File: src/rtl/bulk_cur_pkg.sv
package bulk_cur_pkg;
  localparam int unsigned REG_W  = 32;
  localparam int unsigned RSVD_W = 4;

  typedef enum logic [1:0] {
    SEL_CTRL = 2'd0,
    SEL_HEAD = 2'd1,
    SEL_CUR  = 2'd2,
    SEL_NONE = 2'd3
  } reg_sel_e;

  localparam int unsigned CTRL_EN_BIT   = 0;
  localparam int unsigned CTRL_FILL_BIT = 1;
endpackage

File: src/rtl/bulk_ptr_reg.sv
module bulk_ptr_reg #(
  parameter int unsigned W = 28
) (
  input  logic         clk_i,
  input  logic         rst_ni,
  input  logic         ld_i,
  input  logic [W-1:0] d_i,
  output logic [W-1:0] q_o
);
  always_ff @(posedge clk_i or negedge rst_ni) begin
    if (!rst_ni)   q_o <= '0;
    else if (ld_i) q_o <= d_i;
  end
endmodule

File: src/rtl/bulk_fill_flag.sv
module bulk_fill_flag (
  input  logic clk_i,
  input  logic rst_ni,
  input  logic set_i,
  input  logic clr_i,
  output logic q_o
);
  // set dominates so work queued in the reload cycle survives
  always_ff @(posedge clk_i or negedge rst_ni) begin
    if (!rst_ni)     q_o <= 1'b0;
    else if (set_i)  q_o <= 1'b1;
    else if (clr_i)  q_o <= 1'b0;
  end
endmodule

File: src/rtl/bulk_walk_next.sv
module bulk_walk_next #(
  parameter int unsigned PTR_W = 28
) (
  input  logic             served_i,
  input  logic [PTR_W-1:0] next_i,
  input  logic             list_end_i,
  input  logic             filled_i,
  input  logic [PTR_W-1:0] head_i,
  input  logic             sw_wr_i,
  input  logic [PTR_W-1:0] sw_d_i,
  output logic             ld_o,
  output logic [PTR_W-1:0] d_o,
  output logic             clr_fill_o
);
  logic end_evt;
  logic reload;

  assign end_evt    = list_end_i | (served_i && next_i == '0);
  assign reload     = end_evt & filled_i;
  assign clr_fill_o = reload;
  assign ld_o       = reload | served_i | sw_wr_i;

  always_comb begin
    if (reload)        d_o = head_i;
    else if (served_i) d_o = next_i;
    else               d_o = sw_d_i;
  end
endmodule

File: src/rtl/bulk_cur_tracker.sv
module bulk_cur_tracker
  import bulk_cur_pkg::*;
#(
  parameter int unsigned ADDR_W = REG_W,
  parameter int unsigned LOW_W  = RSVD_W
) (
  input  logic              clk_i,
  input  logic              rst_ni,
  input  logic              reg_we_i,
  input  logic [1:0]        reg_sel_i,
  input  logic [ADDR_W-1:0] reg_wdata_i,
  output logic [ADDR_W-1:0] reg_rdata_o,
  input  logic              served_i,
  input  logic [ADDR_W-1:0] next_ptr_i,
  input  logic              list_end_i,
  input  logic              fill_set_i,
  output logic [ADDR_W-1:0] cur_ptr_o,
  output logic              filled_o,
  output logic              list_en_o
);
  localparam int unsigned PTR_W = ADDR_W - LOW_W;

  logic [PTR_W-1:0] head_q, cur_q, cur_d;
  logic             cur_ld, clr_fill, en_q;
  logic             wr_head, wr_cur, wr_ctrl;
  logic             unused_bits;

  assign wr_ctrl = reg_we_i && reg_sel_e'(reg_sel_i) == SEL_CTRL;
  assign wr_head = reg_we_i && reg_sel_e'(reg_sel_i) == SEL_HEAD;
  assign wr_cur  = reg_we_i && reg_sel_e'(reg_sel_i) == SEL_CUR && !en_q;

  assign unused_bits = ^{reg_wdata_i[LOW_W-1:1], next_ptr_i[LOW_W-1:0]};

  always_ff @(posedge clk_i or negedge rst_ni) begin
    if (!rst_ni)      en_q <= 1'b0;
    else if (wr_ctrl) en_q <= reg_wdata_i[CTRL_EN_BIT];
  end

  bulk_ptr_reg #(.W(PTR_W)) u_head (
    .clk_i (clk_i),
    .rst_ni(rst_ni),
    .ld_i  (wr_head),
    .d_i   (reg_wdata_i[ADDR_W-1:LOW_W]),
    .q_o   (head_q)
  );

  bulk_walk_next #(.PTR_W(PTR_W)) u_next (
    .served_i  (served_i),
    .next_i    (next_ptr_i[ADDR_W-1:LOW_W]),
    .list_end_i(list_end_i),
    .filled_i  (filled_o),
    .head_i    (head_q),
    .sw_wr_i   (wr_cur),
    .sw_d_i    (reg_wdata_i[ADDR_W-1:LOW_W]),
    .ld_o      (cur_ld),
    .d_o       (cur_d),
    .clr_fill_o(clr_fill)
  );

  bulk_ptr_reg #(.W(PTR_W)) u_cur (
    .clk_i (clk_i),
    .rst_ni(rst_ni),
    .ld_i  (cur_ld),
    .d_i   (cur_d),
    .q_o   (cur_q)
  );

  bulk_fill_flag u_fill (
    .clk_i (clk_i),
    .rst_ni(rst_ni),
    .set_i (fill_set_i),
    .clr_i (clr_fill),
    .q_o   (filled_o)
  );

  assign cur_ptr_o = {cur_q, {LOW_W{1'b0}}};
  assign list_en_o = en_q;

  always_comb begin
    reg_rdata_o = '0;
    unique case (reg_sel_e'(reg_sel_i))
      SEL_CTRL: begin
        reg_rdata_o[CTRL_EN_BIT]   = en_q;
        reg_rdata_o[CTRL_FILL_BIT] = filled_o;
      end
      SEL_HEAD: reg_rdata_o = {head_q, {LOW_W{1'b0}}};
      SEL_CUR:  reg_rdata_o = cur_ptr_o;
      default:  reg_rdata_o = '0;
    endcase
  end
endmodule

File: config.mk
export PLATFORM = sky130hd
export DESIGN_NAME = bulk_cur_tracker
export DESIGN_NICKNAME = d
export VERILOG_FILES = /design/src/rtl/bulk_cur_pkg.sv /design/src/rtl/bulk_ptr_reg.sv /design/src/rtl/bulk_fill_flag.sv /design/src/rtl/bulk_walk_next.sv /design/src/rtl/bulk_cur_tracker.sv
export SDC_FILE = /design/constraint.sdc
export NUM_CORES = 1
export LEC_CHECK = 0
export BUFFER_PORTS_ARGS = -buffer_cell sky130_fd_sc_hd__buf_2
export CAP_MARGIN = 10
export CORE_ASPECT_RATIO = 1.2
export CORE_UTILIZATION = 35
export CTS_CLUSTER_DIAMETER = 80
export DETAILED_ROUTE_END_ITERATION = 10
export SLEW_MARGIN = 30
export SYNTH_ARGS = -nofsm -noshare
export SYNTH_HDL_FRONTEND = slang
export SYNTH_SLANG_ARGS = --single-unit
File: constraint.sdc
create_clock -name clk_i -period 3.6 [get_ports clk_i]
set_clock_uncertainty 0.1 [all_clocks]
set_input_delay 0.18 -clock clk_i [delete_from_list [all_inputs] [get_ports clk_i]]
set_output_delay 0.18 -clock clk_i [all_outputs]
set_load 0.005 [all_outputs]
==> metrics.md, run 1 <==
| Metric | Value |
|---|---|
| Status | `complete, no violations` |
| CTS buffer count | `9` |
| DR DRC count | `0` |
| Critical Path Sink Type | `register` |
| Routed vias/inst | `5.08` |
| # fillers | `920` |
| Max cap viols | `0` |
| Final number of hold-violating endpoints | `0` |
| Worst Hold Class | `input port to register` |
| Most frequent cells in the layout | `buf_2, dfrtp_1, inv_1` |
| Hold Path Stages | `2` |
| Clock slew seen by the registers of the worst setup and hold paths | `0.06 ns` |
| Vias | `2949` |
| Die Y-Extent | `109 µm` |
| Global placement routability congestion | `0.758` |
| Flop2flop setup slack | `1.73 ns` |
| Clock Path Buffers | `2` |
| Total GRT Usage | `0.204` |
| Pwr dens | `426 nW/µm²` |
| Ant. Diodes | `0` |
| Achievable clock frequency | `509 MHz` |
| Worst EP required | `3.71 ns` |
| Post_cts resized | `0` |
| Full die area | `9910 µm²` |
| Syn avg cell area | `10.7 µm²` |
| RSZ-0062 raised after global routing | `false` |
| Tcrit/Tclk final | `0.546` |
| WHS Endpoint | `u_head.q_o[7]$_DFFE_PN0P_` |
| Hold path start | `reg_wdata_i[11]` |
| Largest net degree at the start of global routing | `32` |
| Crit path DAT | `2.07 ns` |
| Setup TNS | `0 ns` |
| Inst Count DP | `539` |
| Cells after Synth | `310` |
| R2r startpoint | `list_en_o$_DFFE_PN0P_` |
| CTS hold repair buffers | `25` |
| Post-CTS Setup Bufs | `0` |
| Finished Layout Cells | `580` |
| Number of routed nets with antenna violations | `0` |
| Switch Pwr | `553 µW` |
| Yosys warns | `0` |
| Remaining global-route overflow | `0` |
| Initial Utilization | `0.365` |
| Leak | `2.22 nW` |
| Htree depth | `3` |
| Placeable Area | `9130 µm²` |
| Mapped cell area | `3330 µm²` |
| First-pass GRT wire length | `15.5 mm` |
| Yosys cell types | `27` |
| Width of the die | `91.1 µm` |
| Final Setup Violations | `0` |
| 1st-pass router iterations | `4` |
| Register bit count reported by yosys | `58` |
| Detailed Route WL | `9.63 mm` |
| Final #Nets | `531` |
| Rel. slew slack | `0.414` |
| Kind of critical path | `input port to register` |
| DP HPWL | `6.65 mm` |
| Reg2Reg Capture Point | `u_cur.q_o[25]$_DFFE_PN0P_` |
| P&R area growth vs syn | `34.4%` |
| Max-slew violation count | `0` |
| Peak VDD IR | `0.000206 V` |
| Sequential share of power | `0.454` |
| R2R depth | `5` |
| I/O pin count | `138` |
| Post-DR wirelength/cell | `16.6 µm` |
| Vias in the first global route | `3055` |
| Critical path launch point type | `input port` |
| Share of layout cells above drive strength 1 | `0.385` |
| Most common cell after layout, fill and taps aside | `buf_2` |
| Post-synthesis sequential area ratio | `0.436` |
| Pint | `1.35 mW` |
| Switching Fraction | `0.290` |
| Row count | `38` |
| Worst-Margin Slew | `0.879 ns` |
| Worst Path Max Fanout | `29` |
| Clk sinks | `58` |
| Logic gate share of total power | `0.242` |
| Post-layout min period | `1.96 ns` |
| Clock Tree Root | `clkbuf_8` |
| Clk Latency, worst-skew pair | `0.33 ns` |
| Port Buf Inserts | `124` |
| TritonCTS clock tree | `done` |
| Antenna violations before repair | `0` |
| Initial DRC count | `91` |
| Clk pwr share | `0.305` |
-- final cells by class --
class / instances / area [µm²] / area share
inverter: 30 / 113 / 0.0252
multi-input combinational: 199 / 1620 / 0.363
timing repair buffer: 158 / 953 / 0.213
clock inverter: 3 / 40.0 / 0.00895
sequential: 58 / 1450 / 0.324
tap: 120 / 150 / 0.0335
clock buffer: 12 / 145 / 0.0324
-- power by group through the flow --
| stage | Clock (mW) | Sequential, mW | Combinational (mW) |
|---|---|---|---|
| floorplan | 0 | 0.857 | 0.259 |
| global placement | 0 | 0.869 | 0.437 |
| detailed placement | 0 | 0.876 | 0.446 |
| CTS | 0.597 | 0.865 | 0.468 |
| global route | 0.634 | 0.881 | 0.515 |
| finish | 0.581 | 0.866 | 0.461 |
-- worst max-delay path: stages --
cell     delay, ns
buf_2         0.11
inv_1         0.06
ha_1          0.13
buf_4         0.35
nand2_1       0.58
buf_12        0.37
mux2_2        0.27
-- kinds of logic (layout without fill, tap and decap cells) --
family | after synthesis | count (layout) | synth area share
simple gates | 74 | 74 | 0.143
mux | 57 | 57 | 0.182
fa+ha+maj | 3 | 3 | 0.0113
flops | 58 | 58 | 0.436
buf+inv | 58 | 203 | 0.0841
compound gates | 59 | 59 | 0.143
other cells | 1 | 6 | 0.00113
-- synth_stat cells --
cell type	instances	share of area
nor3_1	1	0.0015
a22oi_1	29	0.065
and2_1	2	0.0038
or2_1	1	0.0019
nor4_1	4	0.0075
nand2_1	2	0.0023
o221ai_1	28	0.074
nand3b_1	2	0.0045
buf_1	4	0.0045
a21oi_1	1	0.0015
nor2b_1	28	0.053
buf_12	2	0.012
a21o_1	1	0.0023
buf_4	6	0.014
nor4_2	1	0.0038
conb_1	1	0.0011
dfrtp_1	58	0.44
or4_4	1	0.0034
and4_1	1	0.0026
nand2b_1	29	0.054
mux2_2	29	0.098
clkbuf_1	15	0.017
or4_1	2	0.0045
buf_6	1	0.0034
ha_1	3	0.011
inv_1	30	0.034
mux2i_1	28	0.084
-- registers in the layout, summed over array words and instances (netlist names) --
signal / flops
u_cur.q_o: 28
u_head.q_o: 28
u_fill.q_o: 1
list_en_o: 1
-- worst max-delay path by stage --
stage / start / end / slack, ns / cells after the start
final: reg_sel_i[1] / u_head.q_o[10]$_DFFE_PN0P_ / 1.64 / 7
after global routing: reg_sel_i[1] / u_head.q_o[11]$_DFFE_PN0P_ / 1.56 / 7
after CTS: reg_sel_i[1] / u_head.q_o[14]$_DFFE_PN0P_ / 1.63 / 7
after detailed placement: reg_sel_i[1] / u_head.q_o[11]$_DFFE_PN0P_ / 1.28 / 7
after global placement: reg_sel_i[1] / u_head.q_o[21]$_DFFE_PN0P_ / 1.26 / 7
after floorplan: next_ptr_i[7] / u_cur.q_o[10]$_DFFE_PN0P_ / 1.89 / 6
-- metrics by stage --
stage | hold WS, ns | power [mW] | setup slack [ns] | area, µm² | utilization
2_1_floorplan | -0.216 | 1.12 | 1.89 | 3350 | -
3_3_place_gp | 0.149 | 1.31 | 1.26 | 4030 | 0.441
3_5_place_dp | 0.160 | 1.32 | 1.28 | 4030 | 0.441
4_1_cts | 0.00399 | 1.93 | 1.63 | 4470 | 0.489
5_1_grt | 0.00497 | 2.03 | 1.56 | 4480 | 0.490
6_report | 0.0194 | 1.91 | 1.64 | 4480 | 0.490
-- per-layer routing --
metal	global-route usage	up-vias	share of wire
li1	-	1398	-
met5	0	-	0
met2	0.377	87	0.52
met1	0.238	1451	0.43
met4	0.0714	0	0.013
met3	0.0356	13	0.040
Power figures use the tool's default switching activity.
==> run 2, diff against run 1 <==
==> constraint.sdc (replaced) <==
create_clock -name clk_i -period 1.9 [get_ports clk_i]
set_clock_uncertainty 0.1 [all_clocks]
set_input_delay 0.095 -clock clk_i [delete_from_list [all_inputs] [get_ports clk_i]]
set_output_delay 0.095 -clock clk_i [all_outputs]
set_load 0.005 [all_outputs]
==> metrics.md, run 2 (same netlist as run 1, synthesis figures left out) <==
| Metric | Value |
|---|---|
| Peak VDD IR | `0.000424 V (+110%)` |
| Initial Utilization | `0.365 (unchanged)` |
| Critical path launch point type | `input port` |
| Most common cell after layout, fill and taps aside | `buf_2` |
| First-pass GRT wire length | `15.4 mm (-0.75%)` |
| Worst Hold Class | `input port to register` |
| CTS buffer count | `9 (unchanged)` |
| Bufs and invs on worst path | `2 (-2)` |
| Largest regs | `u_cur.q_o (28), u_head.q_o (28)` |
| Final Setup Violations | `0 (unchanged)` |
| Most frequent cells in the layout | `buf_2, dfrtp_1, dlygate4sd3_1` |
| Worst EP required | `2.01 ns (-1.70 ns)` |
| DP Area | `4100 µm² (+1.7%)` |
| Worst Path Max Fanout | `2 (-93%)` |
| Remaining global-route overflow | `0 (unchanged)` |
| RSZ-0062 raised after global routing | `false` |
| Ant. Diodes | `0 (unchanged)` |
| Worst path slowest cell | `or4_1` |
| Clock slew seen by the registers of the worst setup and hold paths | `0.07 ns (about the same)` |
| I/O pin count | `138 (unchanged)` |
| Clock Path Buffers | `2 (unchanged)` |
| Inst Count DP | `545 (+1.1%)` |
| Final instance area | `4620 µm² (+3.3%)` |
| Hold_ws | `0.0346 ns (+0.0152 ns)` |
| DR DRC count | `0 (unchanged)` |
| Hold path start | `reg_we_i` |
| Crit path DAT | `1.89 ns (-0.18 ns)` |
| Delay-heaviest family, CP | `simple AND/OR/NAND/NOR gates` |
| Clk Latency, worst-skew pair | `0.33 ns (about the same)` |
| TritonCTS clock tree | `done` |
| Vias in the first global route | `3039 (-0.52%)` |
| Share of layout cells above drive strength 1 | `0.390 (+0.00505)` |
| Fin worst setup slack | `0.120 ns (-1.52 ns)` |
| Placeable Area | `9130 µm² (unchanged)` |
| Critical Path Sink Type | `register` |
| Total power | `3.71 mW (+94%)` |
| Worst path cell trace | `buf_2 -> or4_1 -> nor4_1 -> a21oi_1 -> a21o_1 -> dlygate4sd3_1` |
| Width of the die | `91.1 µm (unchanged)` |
| Global placement routability congestion | `0.790 (+4.3%)` |
| Detailed Route WL | `9.82 mm (+2.0%)` |
| Routed vias/inst | `5.09 (+0.13%)` |
| Row count | `38 (unchanged)` |
| 1st-pass router iterations | `4 (unchanged)` |
| Achievable clock frequency | `562 MHz` |
| DP HPWL | `6.67 mm (+0.27%)` |
| Vias | `3014 (+2.2%)` |
| Largest net degree at the start of global routing | `29 (-9.4%)` |
| Port Buf Inserts | `124 (unchanged)` |
| Tcrit/Tclk final | `0.937` |
| Antenna violations before repair | `0 (unchanged)` |
| Number of routed nets with antenna violations | `0 (unchanged)` |
| CP Launch Point | `next_ptr_i[7]` |
| Setup TNS | `0 ns (unchanged)` |
| Htree depth | `3 (unchanged)` |
| Die Y-Extent | `109 µm (unchanged)` |
| Final #Nets | `543 (+2.3%)` |
| P&R area growth vs syn | `38.8%` |
| Post-layout min period | `1.78 ns` |
| Critical Path Max Stage Delay | `0.60 ns (+0.02 ns)` |
| Final number of hold-violating endpoints | `0 (unchanged)` |
| Pwr dens | `802 nW/µm² (+88%)` |
| Total GRT Usage | `0.203 (-0.000665)` |
| Clock Tree Root | `clkbuf_8` |
| Initial DRC count | `108 (+19%)` |
| Finished Layout Cells | `592 (+2.1%)` |
| Max cap viols | `0 (unchanged)` |
| Rel. slew slack | `0.636 (+0.222)` |
| Max-slew violation count | `0 (unchanged)` |
| Kind of critical path | `input port to register` |
| Core Util, Final | `0.507 (+0.0163)` |
| Post_cts resized | `0 (unchanged)` |
| Place WS | `0.0752 ns (-1.21 ns)` |
| Worst-Margin Slew | `0.546 ns (-0.333 ns)` |
| R2r startpoint | `list_en_o$_DFFE_PN0P_` |
| Leak | `2.30 nW (+3.3%)` |
| Clk sinks | `58 (unchanged)` |
| Post-DR wirelength/cell | `16.6 µm (about the same)` |
| Status | `complete, no violations` |
| Full die area | `9910 µm² (unchanged)` |
==> run 2: changes by cell type in the layout (fill, tap and decap cells not counted) <==
| cell | change |
|---|---|
| clkbuf_8 | +2 |
| buf_12 | +2 |
| dlygate4sd3_1 | +6 |
| buf_4 | +4 |
| clkbuf_1 | -1 |
| clkinv_2 | -1 |
==> run 2: final timing paths <==
path / slack, ns / endpoint / cells after the start
setup / recovery: 0.12 / u_fill.q_o$_DFFE_PN0P_ / 6
hold / removal: 0.03 / list_en_o$_DFFE_PN0P_ / 3
setup reg to reg: 0.20 / u_cur.q_o[4]$_DFFE_PN0P_ / 5
hold reg to reg: 0.43 / u_cur.q_o[18]$_DFFE_PN0P_ / 2
max in group asynchronous: 0.82 / u_cur.q_o[13]$_DFFE_PN0P_ / 3
min in group asynchronous: 0.19 / u_cur.q_o[3]$_DFFE_PN0P_ / 2
==> run 2: metal layers <==
metal  vias to the layer above  global-route usage  wire [µm]
met1                      1504               0.251       4440
met3                        10              0.0293        321
li1                       1413                   -          -
met2                        87               0.360       4970
met4                         0              0.0794         91
met5                         -                   0          0
==> run 2: timing repair <==
item                       4_1_cts  5_1_grt
hold buffers                    32        0
hold endpoints to repair        51        0
setup buffers                    0        0
setup endpoints to repair        0        0
==> run 2: where the power goes <==
group | internal (mW) | leakage [nW] | switching, mW
Clock | 0.705 | 0.106 | 0.461
Combinational | 0.501 | 1.51 | 0.401
Sequential | 1.46 | 0.680 | 0.181
==> run 2: final cells by class <==
type,count,area [µm²]
clock buffer,13,169
clock inverter,2,35.0
fill,883,4500
inverter,30,113
multi-input combinational,199,1620
sequential,58,1450
tap,120,150
timing repair buffer,170,1080
==> run 2: worst reg2reg max path, stage by stage, from the launching register on <==
cell      delay [ns]
dfrtp_1         0.40
nand3b_1        0.20
or2_1           0.35
buf_12          0.22
o221ai_1        0.20
mux2i_1         0.10
